==> config.mk <==
export PLATFORM = sky130hd
export DESIGN_NAME = irq_prio_resolver
export DESIGN_NICKNAME = d
export VERILOG_FILES = /design/src/rtl/irqpr_pkg.sv /design/src/rtl/irqpr_pin_cond.sv /design/src/rtl/irqpr_mask_ctl.sv /design/src/rtl/irqpr_arbiter.sv /design/src/rtl/irq_prio_resolver.sv
export SDC_FILE = /design/constraint.sdc
export NUM_CORES = 1
export LEC_CHECK = 0
export ABC_AREA = 1
export BUFFER_PORTS_ARGS = -buffer_cell sky130_fd_sc_hd__buf_2
export CAP_MARGIN = 0
export CELL_PAD_IN_SITES_DETAIL_PLACEMENT = 0
export CELL_PAD_IN_SITES_GLOBAL_PLACEMENT = 1
export CORE_ASPECT_RATIO = 0.7
export CORE_UTILIZATION = 37
export DETAILED_ROUTE_END_ITERATION = 16
export PLACE_DENSITY_LB_ADDON = 0.1
export SETUP_SLACK_MARGIN = 0.1
export SLEW_MARGIN = 20
export SYNTH_ARGS = -nofsm -noshare
export SYNTH_HDL_FRONTEND = slang
export SYNTH_HIERARCHICAL = 1
export SYNTH_SLANG_ARGS = --single-unit
==> constraint.sdc <==
create_clock -name clk -period 5.9 [get_ports clk]
set_clock_uncertainty 0.15 [all_clocks]
set_input_delay 0 -clock clk [delete_from_list [all_inputs] [get_ports clk]]
set_output_delay 0 -clock clk [all_outputs]
set_load 0.05 [all_outputs]
==> src/rtl/irqpr_pkg.sv <==
package irqpr_pkg;

   // vector low byte of maskable source idx, counting down in steps of two
   function automatic logic [7:0] src_vec(input logic [7:0] top, input int idx);
      return top - 8'(2 * idx);
   endfunction

endpackage

==> src/rtl/irqpr_pin_cond.sv <==
module irqpr_pin_cond #(
   parameter int FILT_LEN = 2
) (
   input  logic clk,
   input  logic rst_n,
   input  logic pin_n,
   input  logic edge_mode,
   input  logic clr_pend,
   output logic req
);

   generate
      if (FILT_LEN < 2) begin : g_bad_filt
         $error("FILT_LEN must be at least 2");
      end
   endgenerate

   logic [FILT_LEN-1:0] hist_q;
   logic                pend_q;
   logic                level_ok;
   logic                fall;

   always_ff @(posedge clk) begin
      if (!rst_n) hist_q <= '1;
      else        hist_q <= {hist_q[FILT_LEN-2:0], pin_n};
   end

   assign level_ok = ~|hist_q;
   assign fall     = hist_q[1] & ~hist_q[0];

   always_ff @(posedge clk) begin
      if (!rst_n) pend_q <= 1'b0;
      else        pend_q <= edge_mode & ((pend_q & ~clr_pend) | fall);
   end

   assign req = edge_mode ? pend_q : level_ok;

   // a latched edge survives until the matching acknowledge
   p_pend_hold_r6 : assert property (@(posedge clk) disable iff (!rst_n)
      (edge_mode && pend_q && !clr_pend) |=> pend_q);

   // level request needs the two latest samples low
   p_level_filter_r5 : assert property (@(posedge clk) disable iff (!rst_n)
      (!edge_mode && req) |-> (!$past(pin_n) && !$past(pin_n, 2)));

endmodule

==> src/rtl/irqpr_mask_ctl.sv <==
module irqpr_mask_ctl #(
   parameter int DEPTH = 4
) (
   input  logic clk,
   input  logic rst_n,
   input  logic accept,
   input  logic accept_nmi,
   input  logic rti,
   input  logic ccr_wr,
   input  logic wd_x,
   input  logic wd_i,
   output logic x_o,
   output logic i_o
);

   generate
      if (DEPTH < 2) begin : g_bad_depth
         $error("DEPTH must be at least 2");
      end
   endgenerate

   localparam int IW = $clog2(DEPTH);
   localparam int PW = $clog2(DEPTH + 1);

   logic [1:0]    stk [DEPTH];
   logic [PW-1:0] ptr_q;
   logic [PW-1:0] top_p;
   logic          full;
   logic [IW-1:0] widx;
   logic          x_q, i_q;

   assign full  = (ptr_q == PW'(DEPTH));
   assign top_p = ptr_q - PW'(1);
   assign widx  = full ? IW'(DEPTH - 1) : ptr_q[IW-1:0];

   always_ff @(posedge clk) begin
      if (accept) stk[widx] <= {x_q, i_q};
   end

   always_ff @(posedge clk) begin
      if (!rst_n) begin
         x_q   <= 1'b1;
         i_q   <= 1'b1;
         ptr_q <= '0;
      end else if (accept) begin
         i_q <= 1'b1;
         if (accept_nmi) x_q <= 1'b1;
         if (!full) ptr_q <= ptr_q + PW'(1);
      end else if (rti && (ptr_q != '0)) begin
         {x_q, i_q} <= stk[top_p[IW-1:0]];
         ptr_q      <= top_p;
      end else if (ccr_wr) begin
         i_q <= wd_i;
         x_q <= x_q & wd_x;
      end
   end

   assign x_o = x_q;
   assign i_o = i_q;

   // every acceptance leaves I set
   p_accept_sets_i_r7 : assert property (@(posedge clk) disable iff (!rst_n)
      accept |=> i_q);

   // X only rises through a non-maskable acceptance or a return
   p_x_rise_r8 : assert property (@(posedge clk) disable iff (!rst_n)
      $rose(x_q) |-> ($past(accept_nmi) || $past(rti)));

   // non-maskable acceptance sets both masks
   p_nmi_sets_both_r9 : assert property (@(posedge clk) disable iff (!rst_n)
      accept_nmi |=> (x_q && i_q));

endmodule

==> src/rtl/irqpr_arbiter.sv <==
module irqpr_arbiter #(
   parameter int         NUM_SRC    = 27,
   parameter logic [7:0] VEC_TOP    = 8'hF2,
   parameter logic [7:0] NMI_VEC    = 8'hF4,
   parameter bit         PROMOTE_EN = 1'b1
) (
   input  logic [NUM_SRC-1:0] elig,
   input  logic               nmi,
   input  logic [6:0]         psel,
   output logic               any,
   output logic [7:0]         vec
);

   logic [NUM_SRC-1:0] hit;
   logic [NUM_SRC-1:0] pm;
   logic [7:0]         dvec;
   logic [7:0]         pvec;

   generate
      if (PROMOTE_EN) begin : g_prom
         for (genvar g = 0; g < NUM_SRC; g++) begin : g_hit
            localparam logic [7:0] SV = VEC_TOP - 8'(2 * g);
            assign hit[g] = (psel == SV[7:1]);
         end
      end else begin : g_noprom
         assign hit = '0;
      end
   endgenerate

   assign pm = elig & hit;

   always_comb begin
      dvec = '0;
      pvec = '0;
      for (int i = NUM_SRC - 1; i >= 0; i--) begin
         if (elig[i]) dvec = irqpr_pkg::src_vec(VEC_TOP, i);
         if (pm[i])   pvec = irqpr_pkg::src_vec(VEC_TOP, i);
      end
   end

   assign vec = nmi ? NMI_VEC : ((|pm) ? pvec : dvec);
   assign any = nmi | (|elig);

endmodule

==> src/rtl/irq_prio_resolver.sv <==
module irq_prio_resolver #(
   parameter int         NUM_SRC     = 27,
   parameter logic [7:0] VEC_TOP     = 8'hF2,
   parameter logic [7:0] NMI_VEC     = 8'hF4,
   parameter int         FILT_LEN    = 2,
   parameter int         STACK_DEPTH = 4,
   parameter bit         PROMOTE_EN  = 1'b1
) (
   input  logic               clk,
   input  logic               rst_n,
   input  logic               irq_pin_n,
   input  logic               irq_edge_sel,
   input  logic               xirq_n,
   input  logic [NUM_SRC-2:0] periph_req,
   input  logic [NUM_SRC-1:0] src_en,
   input  logic               prio_wr,
   input  logic [7:0]         prio_wdata,
   input  logic               ccr_wr,
   input  logic               ccr_x_wdata,
   input  logic               ccr_i_wdata,
   input  logic               rti,
   input  logic               ack,
   output logic               int_req,
   output logic [7:0]         int_vec,
   output logic               mask_x,
   output logic               mask_i
);

   localparam int LOW_VEC = int'(VEC_TOP) - 2 * (NUM_SRC - 1);

   generate
      if (NUM_SRC < 2 || LOW_VEC < 0) begin : g_bad_count
         $error("NUM_SRC does not fit below VEC_TOP");
      end
      if (int'(NMI_VEC) <= int'(VEC_TOP) && int'(NMI_VEC) >= LOW_VEC &&
          NMI_VEC[0] == VEC_TOP[0]) begin : g_bad_nmi
         $error("NMI_VEC collides with a maskable vector");
      end
   endgenerate

   logic               irq_line;
   logic               xirq_q;
   logic [6:0]         psel_q;
   logic               busy_q;
   logic [7:0]         vec_q;
   logic               mx, mi;
   logic [NUM_SRC-1:0] elig;
   logic               nmi_elig;
   logic               arb_any;
   logic [7:0]         arb_vec;
   logic               accept;
   logic               accept_nmi;
   logic               clr_pend;
   logic               wdata_unused;

   assign wdata_unused = prio_wdata[0];

   assign accept     = busy_q & ack;
   assign accept_nmi = accept & (vec_q == NMI_VEC);
   assign clr_pend   = accept & (vec_q == VEC_TOP);

   irqpr_pin_cond #(.FILT_LEN(FILT_LEN)) u_pin (
      .clk       (clk),
      .rst_n     (rst_n),
      .pin_n     (irq_pin_n),
      .edge_mode (irq_edge_sel),
      .clr_pend  (clr_pend),
      .req       (irq_line)
   );

   always_ff @(posedge clk) begin
      if (!rst_n) xirq_q <= 1'b1;
      else        xirq_q <= xirq_n;
   end

   irqpr_mask_ctl #(.DEPTH(STACK_DEPTH)) u_mask (
      .clk        (clk),
      .rst_n      (rst_n),
      .accept     (accept),
      .accept_nmi (accept_nmi),
      .rti        (rti),
      .ccr_wr     (ccr_wr),
      .wd_x       (ccr_x_wdata),
      .wd_i       (ccr_i_wdata),
      .x_o        (mx),
      .i_o        (mi)
   );

   always_ff @(posedge clk) begin
      if (!rst_n)              psel_q <= VEC_TOP[7:1];
      else if (prio_wr && mi)  psel_q <= prio_wdata[7:1];
   end

   assign elig     = {periph_req, irq_line} & src_en & {NUM_SRC{~mi}};
   assign nmi_elig = ~xirq_q & ~mx;

   irqpr_arbiter #(
      .NUM_SRC    (NUM_SRC),
      .VEC_TOP    (VEC_TOP),
      .NMI_VEC    (NMI_VEC),
      .PROMOTE_EN (PROMOTE_EN)
   ) u_arb (
      .elig (elig),
      .nmi  (nmi_elig),
      .psel (psel_q),
      .any  (arb_any),
      .vec  (arb_vec)
   );

   always_ff @(posedge clk) begin
      if (!rst_n) begin
         busy_q <= 1'b0;
         vec_q  <= '0;
      end else if (accept) begin
         busy_q <= 1'b0;
      end else if (!busy_q && arb_any) begin
         busy_q <= 1'b1;
         vec_q  <= arb_vec;
      end
   end

   assign int_req = busy_q;
   assign int_vec = vec_q;
   assign mask_x  = mx;
   assign mask_i  = mi;

   // promotion register locked while I is clear
   p_prio_locked_r4 : assert property (@(posedge clk) disable iff (!rst_n)
      (prio_wr && !mi) |=> $stable(psel_q));

   // offered vector frozen until acknowledge
   p_vec_hold_r11 : assert property (@(posedge clk) disable iff (!rst_n)
      (busy_q && !ack) |=> (busy_q && $stable(vec_q)));

   // a maskable grant only starts while I was clear
   p_masked_grant_r2 : assert property (@(posedge clk) disable iff (!rst_n)
      ($rose(busy_q) && vec_q != NMI_VEC) |-> !$past(mi));

   // the non-maskable grant only starts while X was clear
   p_nmi_gate_r9 : assert property (@(posedge clk) disable iff (!rst_n)
      ($rose(busy_q) && vec_q == NMI_VEC) |-> !$past(mx));

endmodule

# After elaboration in Yosys (flattened, before gate mapping)
# Memory sizes are Yosys's and may differ from the RTL's.
# Cells that the tools add are included.
# word_totals
ff_bits	25
latch_bits	0
ram_bits	8
romBits	0
input_bits	72
out_inout_bits	11
wordCells	149
mem_count	1
# classes
add_sub_neg	2
multipliers	0
div	0
n_lt_le_gt_ge	0
eq_ne	32
shift	0
muxes	69
n_bitwise	20
reduce_logical	16
# memory_table
name	depth	width	read_ports	rd_ports_with_merged_regs	wr	line	text
u_mask.stk	4	2	1	0	1	irqpr_mask_ctl.sv:25	logic [1:0] stk [DEPTH];
# ops
cell	n
two-way mux 8 bit	56
== test 7 bit, second input constant	27
AND 27 bit	3
OR reduction 27 bit	2
== test 8 bit, second input constant	2
two-way mux 1 bit	9
two-way mux 3 bit	3
AND 1 bit	8
NOT 1 bit	7
AND reduction 2 bit	3
nonzero test 3 bit	2
nonzero test 2 bit	2
OR reduction 2 bit	2
adder 3 x 1 -> 3 bit, second input constant	1
== test 3 bit, second input constant	1
logical AND 1 bit	3
subtractor 3 x 1 -> 3 bit, second input constant	1
zero test 1 bit	2
two-way mux 2 bit	1
!= test 2 x 1 -> 1 bit, second input constant	1
!= test 2 bit, second input constant	1
OR 1 bit	2

# Logic depth before layout (Yosys ltp)
# logic_depth
word_depth	35
ltp_mapped	36

# Cells and area by module
# The synthesis kept the hierarchy.
# modules_own_cells
mod	n_inst	cells_per_inst	area_each_um2
irqpr_arbiter	1	218	997.2
irq_prio_resolver	1	164	935.9
irqpr_mask_ctl	1	91	700.7
irqpr_pin_cond	1	16	116.4

# Worst setup path after synthesis
# No wires, ideal clock.
# synth_timing
path_type	reg2reg
start	register u_mask.i_q (netlist: u_mask/i_o)
end	register vec_q[6] (netlist: int_vec[6])
setup_ps	114
arrival_time_ps	2753
path_slack_ps	2883
stages_incl_launch_ff	17
synth_period_minus_slack_ps	3017
path_cell_list	dfxtp_1 > buf_4 > buf_2 > nor2_1 > nand3_1 > nand4_1 > clkinv_1 > nand4_2 > or2_0 > or2_1 > buf_6 > a2111oi_1 > o211ai_1 > inv_1 > nand2_1 > nand2_1 > nor2_1
# synth_via
elab_cells_between_ends	62
cone_classes	54 x mux; 4 x bitwise; 4 x reduce/logical
# synth_rtl
element	line	text
from (decl)	irqpr_mask_ctl.sv:30	logic x_q, i_q;
from (signal assigned)	irqpr_mask_ctl.sv:50	{x_q, i_q} <= stk[top_p[IW-1:0]];
from (signal assigned)	irqpr_mask_ctl.sv:53	i_q <= wd_i;
NOT 1 bit *	irq_prio_resolver.sv:94	assign elig = {periph_req, irq_line} & src_en & {NUM_SRC{~mi}};
AND 27 bit *	irq_prio_resolver.sv:94	
named net elig[2]	irq_prio_resolver.sv:47	logic [NUM_SRC-1:0] elig;
AND 27 bit	irqpr_arbiter.sv:30	assign pm = elig & hit;
two-way mux 8 bit (3 in series)	irqpr_arbiter.sv:37	if (pm[i]) pvec = irqpr_pkg::src_vec(VEC_TOP, i);
two-way mux 8 bit * (2 in series)	irqpr_arbiter.sv:41	assign vec = nmi ? NMI_VEC : ((|pm) ? pvec : dvec);
named net arb_vec[6]	irq_prio_resolver.sv:50	logic [7:0] arb_vec;
to (signal assigned)	irq_prio_resolver.sv:118	vec_q <= arb_vec;
to (decl)	irq_prio_resolver.sv:45	logic [7:0] vec_q;
# The timed path passes the listed nets; every way through them passes the cells marked *.
# A chain may end at the register's enable or synchronous reset.

# Final worst setup path
# layout_timing
start	register u_mask.ptr_q[0]
end	register u_mask.i_q (netlist: u_mask/i_o)
# layout_via
elab_chain_cells	3
elab_cells_between_ends	6
cone_classes	1 x add/sub; 1 x mux; 3 x reduce/logical; 1 x memory
# layout_lines
element	line	text
from (decl)	irqpr_mask_ctl.sv:26	logic [PW-1:0] ptr_q;
from (signal assigned)	irqpr_mask_ctl.sv:48	if (!full) ptr_q <= ptr_q + PW'(1);
from (signal assigned)	irqpr_mask_ctl.sv:51	ptr_q <= top_p;
subtractor 3 x 1 -> 3 bit or nonzero test 3 bit (tied branches)	irqpr_mask_ctl.sv:33, irqpr_mask_ctl.sv:49	
memory read (4 x 2 bit) or logical AND 1 bit (tied branches)	--	
two-way mux 1 bit or nonzero test 2 bit (tied branches)	--	
# Several ways; a longest one is shown, not always the timed one.

==> metrics <==
Netlist cell types=43; sequential fraction of the synthesis area=26.93%; fin crit share=64.34%; status=finished, final reports clean; Fin. Hold Viols=0; Pwr Density=326.7 nW/um^2; cell count after synthesis=489; min-delay src=ccr_wr; maximum VDD drop=0.2584 mV; hold path depth=6; sw frac=50.01%; number of setup violations in the final report=0; Post-Syn Nets=564; Routed Antenna Nets=0; initial antenna violation count=0; CTS tree=built; Clock Tree Buf Depth=2; synthesized area=2750 um^2; Max-Cap Viols=0; RSZ-0062 raised after global routing=no; design internal power=0.5860 mW; Critical Path End Type=register; DRC Markers=0; proportion of layout cells with a drive suffix above 1=19.37%; P&R area growth vs syn=30.48%; Worst-Skew Late Latency=0.28 ns; power share of the clock group=13.9%; Seq pwr share=28.8%; RD Place Congestion=0.9424; R2R Setup Slk=2.10 ns; Syn. warnings=6; ranking of synthesized cells by area=nand2_1 21%, dfxtp_1 18%, nor2_1 14%; post-layout min period=3.796 ns; core area=6975 um^2; leakage=1.851 nW; share of the synthesized area in the top cell type=21.43%; Post-Route WL=7.906 mm; PnR worst setup slack=2.104 ns; dominant register cell in the synthesized netlist=dfxtp_1; drt first pass iters=5; Antenna diodes=0; # port buffers=81; CTS Sinks=33; Yosys reg bits=33; FF-to-FF path depth=11; vias in the first global route=2851; overall routing resource usage=21.42%; wire length of the first global-routing pass=13.21 mm; Die H=74.13 um; Psw=0.5863 mW; post-CTS setup buffers=0; Initial Util=39.43%; DR vias/cell=4.633; Iter 0 DRT Violations=233; largest net degree at the start of global routing=34; total CTS buffers=5; crit path max fanout=8; Setup TNS=0 ns; CP required=5.97 ns; Worst Hold Class=in2reg; WP data arrival=3.87 ns; pre-CTS setup slack=2.903 ns; I/O pin count=83; Comb pwr share=57.3%; asr flop ratio synth=0%; Die W=105.0 um; f_max=263.4 MHz; placed cell areas=3223 um^2; Avg Synthesized Cell Area=5.624 um^2; remaining global-route overflow=0; CP Class=reg2reg; Critical R2R Launch=u_mask/ptr_q[0]; DR vias=3211; Worst-path clk slew=0.07 ns; hold slack final=0.02645 ns; Post-synth EDFFs=8; Wirelength per Cell=11.41 um; fin. max-slew vios=0; H-Tree Depth=2; Total Die Area=7787 um^2; Synth area leader=nand2_1; Worst Hold Endpoint=u_mask/x_o; Final Net Count=673; RR Endpoint=u_mask/i_o; crit start category=register; hpwl dp=6.351 mm; CTS root buffer=clkbuf_8; num rows=25; Post-Layout Inst Area=3588 um^2
worst max path at each step:
stage | slack, ns | depth (start not counted) | to | startpoint
after global routing | 1.91 | 11 | u_mask/i_o | u_mask/ptr_q[0]
after detailed placement | 2.90 | 15 | int_vec[6] | u_mask/i_o
after global placement | 2.98 | 15 | int_vec[6] | u_mask/i_o
after CTS | 2.15 | 11 | u_mask/i_o | u_mask/ptr_q[0]
after floorplan | 2.88 | 16 | int_vec[6] | u_mask/i_o
final | 2.10 | 11 | u_mask/i_o | u_mask/ptr_q[0]
layout make-up:
| cell class | instances | area (um^2) |
|---|---|---|
| tap | 94 | 117.6 |
| timing repair buffer | 110 | 693.2 |
| inverter | 84 | 320.3 |
| clock buffer | 5 | 68.82 |
| clock inverter | 3 | 16.27 |
| multi-input combinational | 364 | 1632 |
| fill | 744 | 3387 |
| sequential | 33 | 740.7 |
power groups by stage:
stage               Sequential (mW)  Combinational (mW)  Clock [mW]
CTS                           0.338               0.667       0.170
global placement              0.343               0.629           0
global route                  0.347               0.760       0.178
finish                        0.337               0.672       0.163
floorplan                     0.443               0.383           0
detailed placement            0.343               0.635           0
through the flow:
stage / std cells / util [%] / total power [mW]
finish: 693 / 51.44 / 1.172
floorplan: 489 / - / 0.8256
global route: 693 / 51.44 / 1.284
global placement: 657 / 46.21 / 0.9719
CTS: 693 / 51.44 / 1.175
detailed placement: 657 / 46.21 / 0.9785
worst max-delay path: stages, from the launching register on:
cell	delay [ns]
dfxtp_1	0.48
inv_1	0.22
ha_1	0.26
nand2_1	0.14
a21oi_1	0.08
dlygate4sd3_1	0.55
nor2_1	0.09
dlygate4sd3_1	0.54
o21ai_0	0.06
dlygate4sd3_1	0.56
nand2_1	0.06
dlygate4sd3_1	0.54
Yosys cell counts, types with 2 or more instances:
cell type  instances
edfxtp_1           8
nand2_1          157
nand4_1            6
o21ai_0            6
nor2_2             2
nor3_4             2
or2_0              2
buf_6              2
clkinv_2           2
buf_2              4
nor2_1           105
nor4_1             4
a21oi_1            8
dfxtp_1           25
nand3_1           30
inv_1             67
ha_1               3
buf_4              2
clkinv_1           2
inv_2             12
nor3_1            16
a31oi_1            3
cells by family (layout without fill, tap and decap cells):
group           count (synthesis)  after routing  synth area share (%)
simple gates                  334            334                 51.77
buf+inv                        92            202                 13.74
flops                          33             33                 26.93
compound gates                 25             25                 5.733
fa+ha+maj                       3              3                 1.365
other cells                     1              1                0.1364
xor+xnor                        1              1                0.3185
sequential cells by signal, summed over array words and instances, names as in the netlist:
signal        count
xirq_q            1
u_mask/i_o        1
u_mask/stk        8
u_mask/x_o        1
u_pin/hist_q      2
psel_q            7
int_vec           8
int_req           1
u_mask/ptr_q      3
u_pin/pend_q      1
repair_timing:
| action | in CTS | in global routing |
|---|---|---|
| hold buffers | 28 | 0 |
| endpoints found under the hold margin | 15 | 0 |
| gates resized for setup | 0 | 0 |
metal layers:
layer	track usage, %	vias to the layer above	wire length (um)
met1	31.98	1386	4318
met3	3.155	2	546
met4	2.817	0	28
li1	-	1722	-
met2	33.55	101	3013
met5	0	-	0
layout by cell type, fill, tap and decap left out, drive strengths merged, types with 5 or more instances in the layout:
| cell type | instances |
|---|---|
| nand2 | 159 |
| nor2 | 108 |
| buf | 82 |
| inv | 81 |
| nand3 | 31 |
| dlygate4sd3 | 28 |
| dfxtp | 25 |
| nor3 | 19 |
| a21oi | 9 |
| edfxtp | 8 |
| nand4 | 7 |
| o21ai | 6 |
| clkinv | 6 |
| clkbuf | 5 |
(Power assumes the default switching activity.)
